[src/rtl/cfb_pkg.sv]
package cfb_pkg;

  localparam int CondW = 5;

  typedef struct packed {
    logic z;
    logic c;
    logic s;
    logic v;
  } flags_t;

  typedef struct packed {
    logic loadCmp;
    logic loadTst;
  } ctl_t;

  typedef enum logic [CondW-1:0] {
    CC_ZSET  = 5'd0,
    CC_ZCLR  = 5'd1,
    CC_CSET  = 5'd2,
    CC_CCLR  = 5'd3,
    CC_PLUS  = 5'd4,
    CC_MINUS = 5'd5,
    CC_VSET  = 5'd6,
    CC_VCLR  = 5'd7,
    CC_UHI   = 5'd8,
    CC_UHE   = 5'd9,
    CC_ULO   = 5'd10,
    CC_ULE   = 5'd11,
    CC_SGT   = 5'd12,
    CC_SGE   = 5'd13,
    CC_SLT   = 5'd14,
    CC_SLE   = 5'd15
  } cond_e;

endpackage

[src/rtl/cfbControl.sv]
module cfbControl (
  input  logic           cmpStrobe,
  input  logic           tstStrobe,
  output cfb_pkg::ctl_t  ctl
);
  // Compare wins when both strobes arrive together.
  always_comb begin
    ctl.loadCmp = cmpStrobe;
    ctl.loadTst = tstStrobe & ~cmpStrobe;
  end
endmodule

[src/rtl/cfbDatapath.sv]
module cfbDatapath #(
  parameter int W = 8
) (
  input  logic            clk,
  input  logic            rstN,
  input  cfb_pkg::ctl_t   ctl,
  input  logic [W-1:0]    opA,
  input  logic [W-1:0]    opB,
  output cfb_pkg::flags_t flags
);
  localparam int MsbIdx = W - 1;

  logic [W:0]      diffExt;
  logic [W-1:0]    andRes;
  cfb_pkg::flags_t cmpFlags;
  cfb_pkg::flags_t tstFlags;

  always_comb begin
    diffExt    = {1'b0, opA} - {1'b0, opB};
    andRes     = opA & opB;
    cmpFlags.z = (diffExt[W-1:0] == '0);
    cmpFlags.c = ~diffExt[W];
    cmpFlags.s = diffExt[MsbIdx];
    cmpFlags.v = (opA[MsbIdx] != opB[MsbIdx]) && (diffExt[MsbIdx] != opA[MsbIdx]);
    tstFlags.z = (andRes == '0);
    tstFlags.c = 1'b0;
    tstFlags.s = andRes[MsbIdx];
    tstFlags.v = 1'b0;
  end

  always_ff @(posedge clk) begin
    if (!rstN)            flags <= '0;
    else if (ctl.loadCmp) flags <= cmpFlags;
    else if (ctl.loadTst) flags <= tstFlags;
  end
endmodule

[src/rtl/cfbBranchDecode.sv]
module cfbBranchDecode (
  input  logic [cfb_pkg::CondW-1:0] condSel,
  input  cfb_pkg::flags_t           flags,
  output logic                      takeBranch
);
  import cfb_pkg::*;

  logic sxv;

  always_comb begin
    sxv = flags.s ^ flags.v;
    unique case (condSel)
      CC_ZSET:  takeBranch = flags.z;
      CC_ZCLR:  takeBranch = ~flags.z;
      CC_CSET:  takeBranch = flags.c;
      CC_CCLR:  takeBranch = ~flags.c;
      CC_PLUS:  takeBranch = ~flags.s;
      CC_MINUS: takeBranch = flags.s;
      CC_VSET:  takeBranch = flags.v;
      CC_VCLR:  takeBranch = ~flags.v;
      CC_UHI:   takeBranch = flags.c & ~flags.z;
      CC_UHE:   takeBranch = flags.c;
      CC_ULO:   takeBranch = ~flags.c;
      CC_ULE:   takeBranch = ~flags.c | flags.z;
      CC_SGT:   takeBranch = ~sxv & ~flags.z;
      CC_SGE:   takeBranch = ~sxv;
      CC_SLT:   takeBranch = sxv;
      CC_SLE:   takeBranch = sxv | flags.z;
      default:  takeBranch = 1'b0;
    endcase
  end
endmodule

[src/rtl/cmpFlagBranch.sv]
module cmpFlagBranch #(
  parameter int W = 8
) (
  input  logic         clk,
  input  logic         rstN,
  input  logic         cmpStrobe,
  input  logic         tstStrobe,
  input  logic [W-1:0] opA,
  input  logic [W-1:0] opB,
  input  logic [4:0]   condSel,
  output logic         takeBranch,
  output logic         flagZ,
  output logic         flagC,
  output logic         flagS,
  output logic         flagV
);
  cfb_pkg::ctl_t   ctl;
  cfb_pkg::flags_t flags;

  cfbControl u_ctl (
    .cmpStrobe (cmpStrobe),
    .tstStrobe (tstStrobe),
    .ctl       (ctl)
  );

  cfbDatapath #(.W(W)) u_dp (
    .clk   (clk),
    .rstN  (rstN),
    .ctl   (ctl),
    .opA   (opA),
    .opB   (opB),
    .flags (flags)
  );

  cfbBranchDecode u_dec (
    .condSel    (condSel),
    .flags      (flags),
    .takeBranch (takeBranch)
  );

  assign flagZ = flags.z;
  assign flagC = flags.c;
  assign flagS = flags.s;
  assign flagV = flags.v;
endmodule

[config.mk]
export PLATFORM = sky130hd
export DESIGN_NAME = cmpFlagBranch
export DESIGN_NICKNAME = d
export VERILOG_FILES = /design/src/rtl/cfb_pkg.sv /design/src/rtl/cfbControl.sv /design/src/rtl/cfbDatapath.sv /design/src/rtl/cfbBranchDecode.sv /design/src/rtl/cmpFlagBranch.sv
export SDC_FILE = /design/constraint.sdc
export NUM_CORES = 1
export LEC_CHECK = 0
export BUFFER_PORTS_ARGS = -buffer_cell sky130_fd_sc_hd__buf_2
export CAP_MARGIN = 15
export CORE_MARGIN = 4
export CORE_UTILIZATION = 53
export DETAILED_ROUTE_END_ITERATION = 8
export GPL_TIMING_DRIVEN = 0
export PLACE_DENSITY = 0.84
export SYNTH_ARGS = -nofsm -noshare
export SYNTH_HDL_FRONTEND = slang
export SYNTH_SLANG_ARGS = --single-unit
[constraint.sdc]
create_clock -name clk -period 2.49 [get_ports clk]
set_clock_uncertainty 0.15 [all_clocks]
set_input_delay 0.1245 -clock clk [delete_from_list [all_inputs] [get_ports clk]]
set_output_delay 0.1245 -clock clk [all_outputs]
set_load 0.01 [all_outputs]
==> flow_summary.rst, run 1 <==
.. list-table::
   :header-rows: 1

   * - Metric
     - Value
   * - Htree depth
     - 1
   * - Die Span X
     - 48.3 um
   * - Power share of the sequential group
     - 22.1%
   * - Area added between synthesis and finish
     - 20.7%
   * - Largest registers in the final layout
     - u_dp.flags x4
   * - Global-route wire length before repair
     - 2890 um
   * - Share of synthesized area occupied by flip-flops and latches
     - 9.32%
   * - Gpl congestion
     - 0.758
   * - Area of the die
     - 2330 um2
   * - Total Routing Usage GR
     - 17.3%
   * - Ports
     - 30
   * - Max Clock Freq
     - 512 MHz
   * - Mean Syn Cell Area
     - ~8.3 um2
   * - Total via count after detailed routing
     - between 800 and 900
   * - Cell-internal power
     - around 210 uW
   * - Async set-or-reset flop fraction in the synthesized netlist
     - 0%
   * - FF-to-FF path depth
     - 3
   * - Reg clk slew, reported paths
     - 50 ps
   * - Remaining antenna violation count after routing
     - 0
   * - Layout filler cell count
     - 135
   * - Maximum fanout count along the critical path
     - 6
   * - Tightest hold margin
     - 29.6 ps
   * - Pwr/cell area
     - 327 nW/um2
   * - # resized after CTS
     - 0
   * - Power spent charging and discharging nets
     - 130 uW
   * - Destination of the worst register-to-register timing path
     - u_dp.flags[3]
   * - RSZ-0062 raised after global routing
     - no
   * - Initial antenna violation count
     - 0
   * - Pre-CTS setup slack
     - 449 ps
   * - Post-DP HPWL
     - 1620 um
   * - Proportion of netlist area held by the largest area contributor
     - 23.3%
   * - Setup CP Type
     - register to primary output
   * - Library cells used by synthesis
     - 41
   * - Maximum number of pins on one net before global-route repair
     - 11
   * - Number of cells traversed by the worst hold path
     - 2
   * - Startpoint Class
     - register
   * - Worst-case headroom to the max-slew limit
     - 78.3%
   * - Number of endpoints with negative hold slack in the final report
     - 0
   * - Antenna cell count
     - 0
   * - Reg-to-reg critical path startpoint
     - u_dp.flags[3]
   * - Run status
     - complete, no violations
   * - Synth area leaders
     - ha_1 23%, dfxtp_1 9.3%, xnor2_1 5.1%, inv_1 4.8%, o21ai_0 4.1%
   * - Post-Route WL
     - 1910 um
   * - Cell type with the highest aggregate area in the netlist
     - ha_1
   * - Maximum root-to-sink buffer count
     - 2
   * - Post-synthesis net count
     - around 150
   * - Combinational share of power
     - between 50% and 60%
   * - Proportion of layout cells with a drive suffix above 1
     - 31.6%
   * - Final TNS setup
     - 0 ps
   * - Buffer cell driving the clock tree root
     - clkbuf_4
   * - Post-CTS repair timing setup buffer count
     - 0
   * - Endpoint type of the worst setup path
     - primary output
   * - Number of enable-type register cells in the synthesized netlist
     - 0
   * - Final net count
     - 177
   * - Top register by number of flip-flops
     - u_dp.flags
   * - TritonCTS clock tree
     - built
   * - Post-layout util
     - between 60% and 70%
   * - Buffers added on ports
     - 27
   * - Max rail drop VDD
     - 227 uV
   * - Number of cells in the finished layout apart from fillers
     - between 100 and 150
   * - Routed wire per std cell
     - 12.8 um
   * - Vias per Instance
     - around 5.7
   * - Slew at the pin closest to its max-slew limit
     - 323 ps
   * - Count of placed standard cells including taps
     - 146
   * - Clock period minus worst slack
     - just under 2000 ps
   * - Max reg flops
     - 4
   * - Data arrival time of the worst path
     - 1680 ps
   * - Standard cell core area
     - 1520 um2
   * - Remaining Overflow, GRT
     - 0
   * - TritonRoute pass-1 iters
     - 4
   * - Worst min path class
     - input port to register
   * - Number of warning messages in the yosys log
     - 0
   * - DR iter-0 viols
     - 2
   * - Count of unresolved DRC violations after routing
     - 0
   * - Hold-fix buffers at CTS
     - 0
   * - Clock sink count
     - 4
   * - Count of endpoints failing setup in the final report
     - 0
   * - Most common cell after layout, fill and taps aside
     - buf_2
   * - Final max-slew violation count
     - 0
   * - Fin crit share
     - 78.5%
   * - Reg2Reg Setup Slack
     - 1230 ps
   * - Switching fraction of total power
     - around two fifths
   * - Highest-count cells in the layout ignoring fill and taps
     - 28 x buf_2, 16 x ha_1, 11 x inv_1, 7 x o21ai_0
   * - Insertion delay to the later sink of the worst-skew pair
     - 240 ps
   * - Initial Utilization
     - 56.4%
   * - Num CTS Buffers
     - 3
   * - MaxCap Viol Count
     - 0
   * - Hold Crit Start
     - rstN
   * - Commonest register cell after synthesis
     - dfxtp_1
   * - Terminating pin of the worst hold path
     - u_dp.flags[1]
   * - Number of global-route vias before repair
     - between 700 and 800
   * - Die Span Y
     - 48.3 um
   * - Static leakage
     - 0.000531 uW
   * - Gate count of the mapped netlist
     - 103
   * - Clk pwr share
     - 25.5%
   * - Required time of the critical path
     - around 2200 ps
   * - Total number of placement rows
     - 14
   * - Area of the mapped netlist
     - 860 um2
   * - Worst Slack Setup Final
     - 536 ps
   * - Number of synthesized register bits
     - 4
## worst max-delay path, stage by stage (launching register included)
cell and delay, ps:
dfxtp_1 430, a21oi_2 90, xnor2_1 140, a221oi_2 220, nor2_1 70, a2111oi_2 310
buf_2 180
## power by group through the flow
stage	clock [uW]	combinational (uW)	sequential (uW)
floorplan	0	121	77.1
global placement	0	170	75.4
detailed placement	0	177	75.5
CTS	85.9	179	74.7
global route	91.5	198	75.7
finish	86.3	178	74.7
## routing by layer
layer  GRT usage (%)  wire (um)  share of wire, %  up-vias
met5               0          0                 0        -
met4            7.53         35               1.8        0
met3           0.369         97               5.1        4
met2            36.7       1040                54       21
met1            16.6        736                39      389
li1                -          -                 -      439
## stage by stage
| step | power (uW) | instance area [um2] |
|---|---|---|
| after floorplan | 198 | 860 |
| after global placement | 246 | 1010 |
| after detailed placement | 253 | 1010 |
| after CTS | 339 | 1040 |
| after global routing | 366 | 1040 |
| final | 339 | 1040 |
## synthesized netlist by cell type (3+ instances only)
cell type  instances
nor4_1             3
nand2_1            4
o21ai_0            7
nor3_1             3
inv_1             11
ha_1              16
nand2b_1           5
a21oi_1            3
dfxtp_1            4
nor2_1             4
xnor2_1            5
## cell type report
cell class	count	area (um2)	area share (%)
repair buffers	27	135	13.0
inverters	11	41.3	3.98
flip-flops and latches	4	80.1	7.72
well taps	16	20.0	1.93
plain buffers	2	16.3	1.57
multi-input cells	86	722	69.6
clock buffers	3	22.5	2.17
## cells by family (layout without fill, tap and decap cells)
| kind of cell | after synthesis | after routing | share of synthesized area [%] |
|---|---|---|---|
| adders and majority gates | 17 | 17 | 25.6 |
| xor gates and xnor gates | 7 | 7 | 7.13 |
| and+or+nand+nor | 32 | 32 | 23.1 |
| AOI/OAI and AO/OA | 29 | 29 | 26.8 |
| DFF | 4 | 4 | 9.32 |
| muxes | 1 | 1 | 1.31 |
| buffers and inverters | 13 | 43 | 6.70 |
## how the worst max path moves through the flow
stage / start / to / slack [ps]
detailed placement: opA[0] / u_dp.flags[3] / 450
finish: u_dp.flags[0] / takeBranch / 540
floorplan: opA[0] / u_dp.flags[3] / 730
global route: u_dp.flags[0] / takeBranch / 400
CTS: u_dp.flags[0] / takeBranch / 530
global placement: opA[0] / u_dp.flags[3] / 510
(Power assumes the default switching activity.)
==> inputs of run 2 (changes only) <==
--- a/config.mk
+++ b/config.mk
@@ -8,10 +8,10 @@
 export BUFFER_PORTS_ARGS = -buffer_cell sky130_fd_sc_hd__buf_2
 export CAP_MARGIN = 15
 export CORE_MARGIN = 4
-export CORE_UTILIZATION = 53
+export CORE_UTILIZATION = 49
 export DETAILED_ROUTE_END_ITERATION = 8
 export GPL_TIMING_DRIVEN = 0
-export PLACE_DENSITY = 0.84
+export PLACE_DENSITY = 0.79
 export SYNTH_ARGS = -nofsm -noshare
 export SYNTH_HDL_FRONTEND = slang
 export SYNTH_SLANG_ARGS = --single-unit
==> constraint.sdc (replaced) <==
create_clock -name clk -period 1.82 [get_ports clk]
set_clock_uncertainty 0.15 [all_clocks]
set_input_delay 0.091 -clock clk [delete_from_list [all_inputs] [get_ports clk]]
set_output_delay 0.091 -clock clk [all_outputs]
set_load 0.01 [all_outputs]
==> flow_summary.rst, run 2 (same netlist as run 1, synthesis figures left out) <==
.. list-table::
   :header-rows: 1

   * - Metric
     - Value
   * - Run status
     - complete, no violations (unchanged)
   * - Count of endpoints failing setup in the final report
     - 0 (unchanged)
   * - Die Span X
     - 49.9 um (was 48.3 um)
   * - Total Routing Usage GR
     - 16.2% (was 17.3%)
   * - Slew at the pin closest to its max-slew limit
     - 283 ps (was 323 ps)
   * - Gpl congestion
     - 0.787 (was 0.758)
   * - Final TNS setup
     - 0 ps (unchanged)
   * - Tightest hold margin
     - 77.5 ps (was 29.6 ps)
   * - Ports
     - 30 (unchanged)
   * - Static leakage
     - 0.000534 uW (was 0.000531 uW)
   * - Die Span Y
     - 49.9 um (was 48.3 um)
   * - Num CTS Buffers
     - 3 (unchanged)
   * - Fin crit share
     - 97.0%
   * - Total number of placement rows
     - 14 (unchanged)
   * - Endpoint type of the worst setup path
     - primary output (unchanged)
   * - Required time of the critical path
     - 1580 ps (was 2220 ps)
   * - Power share of the sequential group
     - 22.5% (was 22.1%)
   * - Post-DP HPWL
     - 1590 um (was 1620 um)
   * - Register Area
     - 86.3 um2 (was 80.1 um2)
   * - Maximum root-to-sink buffer count
     - 2 (unchanged)
   * - Data arrival time of the worst path
     - 1530 ps (was 1680 ps)
   * - Area added between synthesis and finish
     - 23.1% (was 20.7%)
   * - Routed wire per std cell
     - 12.2 um (was 12.8 um)
   * - Cell with the largest stage delay on the worst path
     - dfxtp_4 (was dfxtp_1)
   * - Setup CP Type
     - register to primary output (unchanged)
   * - Antenna cell count
     - 0 (unchanged)
   * - Placement Cell Area
     - 1010 um2 (unchanged)
   * - Startpoint Class
     - register (unchanged)
   * - Proportion of layout cells with a drive suffix above 1
     - 35.1% (was 31.6%)
   * - Worst min path class
     - input port to register (unchanged)
   * - Family of cells with the greatest summed delay on the critical path
     - compound AO/OA/AOI/OAI gates (unchanged)
   * - Clock period minus worst slack
     - 1770 ps
   * - Maximum number of pins on one net before global-route repair
     - 11 (unchanged)
   * - Number of endpoints with negative hold slack in the final report
     - 0 (unchanged)
   * - Count of unresolved DRC violations after routing
     - 0 (unchanged)
   * - Number of global-route vias before repair
     - 804 (was 777)
   * - Total via count after detailed routing
     - 850 (was 853)
   * - Vias per Instance
     - 5.67 (was 5.72)
   * - Insertion delay to the later sink of the worst-skew pair
     - 230 ps (was 240 ps)
   * - Final net count
     - 178 (was 177)
   * - Max reg flops
     - 4 (unchanged)
   * - Reg clk slew, reported paths
     - 40 ps (was 50 ps)
   * - Peak per-stage delay on the critical path
     - 350 ps (was 430 ps)
   * - Initial antenna violation count
     - 0 (unchanged)
   * - Standard cell core area
     - 1580 um2 (was 1520 um2)
   * - TritonRoute pass-1 iters
     - 4 (unchanged)
   * - Clock sink count
     - 4 (unchanged)
   * - Switching fraction of total power
     - 36.7% (was 38.3%)
   * - Layout filler cell count
     - 144 (was 135)
   * - Maximum fanout count along the critical path
     - 6 (unchanged)
   * - Pwr Total
     - 455 uW (was 339 uW)
   * - Power spent charging and discharging nets
     - 167 uW (was 130 uW)
   * - Max Clock Freq
     - 566 MHz
   * - Pwr/cell area
     - 430 nW/um2 (was 327 nW/um2)
   * - Remaining Overflow, GRT
     - 0 (unchanged)
   * - DR iter-0 viols
     - 6 (was 2)
   * - Buffer cell driving the clock tree root
     - clkbuf_4 (unchanged)
   * - Cell-internal power
     - 288 uW (was 209 uW)
   * - Final max-slew violation count
     - 0 (unchanged)
   * - Global-route wire length before repair
     - 3290 um (was 2890 um)
   * - Remaining antenna violation count after routing
     - 0 (unchanged)
   * - Htree depth
     - 1 (unchanged)
   * - Largest registers in the final layout
     - u_dp.flags x4 (unchanged)
   * - Post-Layout Inst Area
     - 1060 um2 (was 1040 um2)
   * - Clk pwr share
     - 23.8% (was 25.5%)
   * - Buffers added on ports
     - 27 (unchanged)
   * - Highest-count cells in the layout ignoring fill and taps
     - 28 x buf_2, 15 x ha_1, 11 x inv_1, 7 x o21ai_0 (was 28 x buf_2, 16 x ha_1, 11 x inv_1, 7 x o21ai_0)
   * - Top register by number of flip-flops
     - u_dp.flags (unchanged)
   * - RSZ-0062 raised after global routing
     - yes (was no)
   * - Area taken by multi-input logic gates
     - 727 um2 (was 722 um2)
   * - Critical path buffers and inverters
     - 1 (unchanged)
   * - Combinational share of power
     - 53.7% (was 52.5%)
   * - Worst-case headroom to the max-slew limit
     - 81.0% (was 78.3%)
   * - Post-Route WL
     - 1830 um (was 1910 um)
   * - Most common cell after layout, fill and taps aside
     - buf_2 (unchanged)
   * - MaxCap Viol Count
     - 0 (unchanged)
   * - TritonCTS clock tree
     - built (unchanged)
   * - Max rail drop VDD
     - 235 uV (was 227 uV)
   * - Post-layout util
     - 67.1% (was 68.1%)
   * - Sequence of cells on the critical path
     - a21oi_2 > xnor2_1 > a221oi_2 > nor2_1 > a2111oi_2 > buf_2 (unchanged)
   * - Area of the die
     - 2490 um2 (was 2330 um2)
   * - Initial Utilization
     - 54.5% (was 56.4%)
==> run 2: cell count changes in the layout (fill, tap and decap cells not counted) <==
cell,previous run,this run
fa_1,1,0
dfxtp_4,0,1
fa_2,0,1
ha_1,16,15
dfxtp_2,0,2
dfxtp_1,4,1
dlygate4sd3_1,0,1
ha_2,0,1
==> run 2: repair_timing <==
item	4_1_cts	5_1_grt
endpoints found under the setup margin	1	2
hold endpoints to repair	2	0
gates resized for setup	3	3
hold buffers	1	0
setup buffers	0	0
pin swaps	5	0
cloned	0	0
==> run 2: layout make-up <==
| type | instances | share of cell area (%) |
|---|---|---|
| buffer | 2 | 1.54 |
| clock buffer | 3 | 2.13 |
| inverter | 11 | 3.90 |
| multi-input combinational | 86 | 68.7 |
| sequential | 4 | 8.16 |
| tap | 16 | 1.89 |
| timing repair buffer | 28 | 13.7 |
==> run 2: layer usage <==
metal | vias to the layer above | share of wire (%) | global-route usage, %
met4 | 0 | 0.38 | 4.15
met3 | 2 | 4.3 | 1.51
met2 | 21 | 52 | 30.0
li1 | 441 | - | -
met5 | - | 0 | 0
met1 | 386 | 44 | 19.7
==> run 2: per-stage QoR <==
step,setup slack (ps),std cells
floorplan,91.0,103
global placement,-128,146
detailed placement,-199,146
CTS,34.6,150
global route,-38.4,150
finish,53.8,150
==> run 2: worst register-to-register path, stage by stage (launching register included) <==
cell and delay [ps]:
dfxtp_2 330, o31ai_1 300, nor3_1 100, a41o_1 230
==> run 2: path summary, 6_finish.rpt <==
kind | startpoint | endpoint | slack, ps | cells after the start
setup / recovery | u_dp.flags[0] | takeBranch | 50 | 6
hold / removal | cmpStrobe | u_dp.flags[2] | 80 | 3
setup reg to reg | u_dp.flags[3] | u_dp.flags[3] | 600 | 3
hold reg to reg | u_dp.flags[1] | u_dp.flags[1] | 530 | 2
==> run 2: power by group through the flow <==
stage / clock, uW / sequential, uW / combinational, uW
global route: 119 / 105 / 276
floorplan: 0 / 105 / 166
CTS: 109 / 102 / 245
detailed placement: 0 / 104 / 242
global placement: 0 / 103 / 235
finish: 108 / 103 / 244
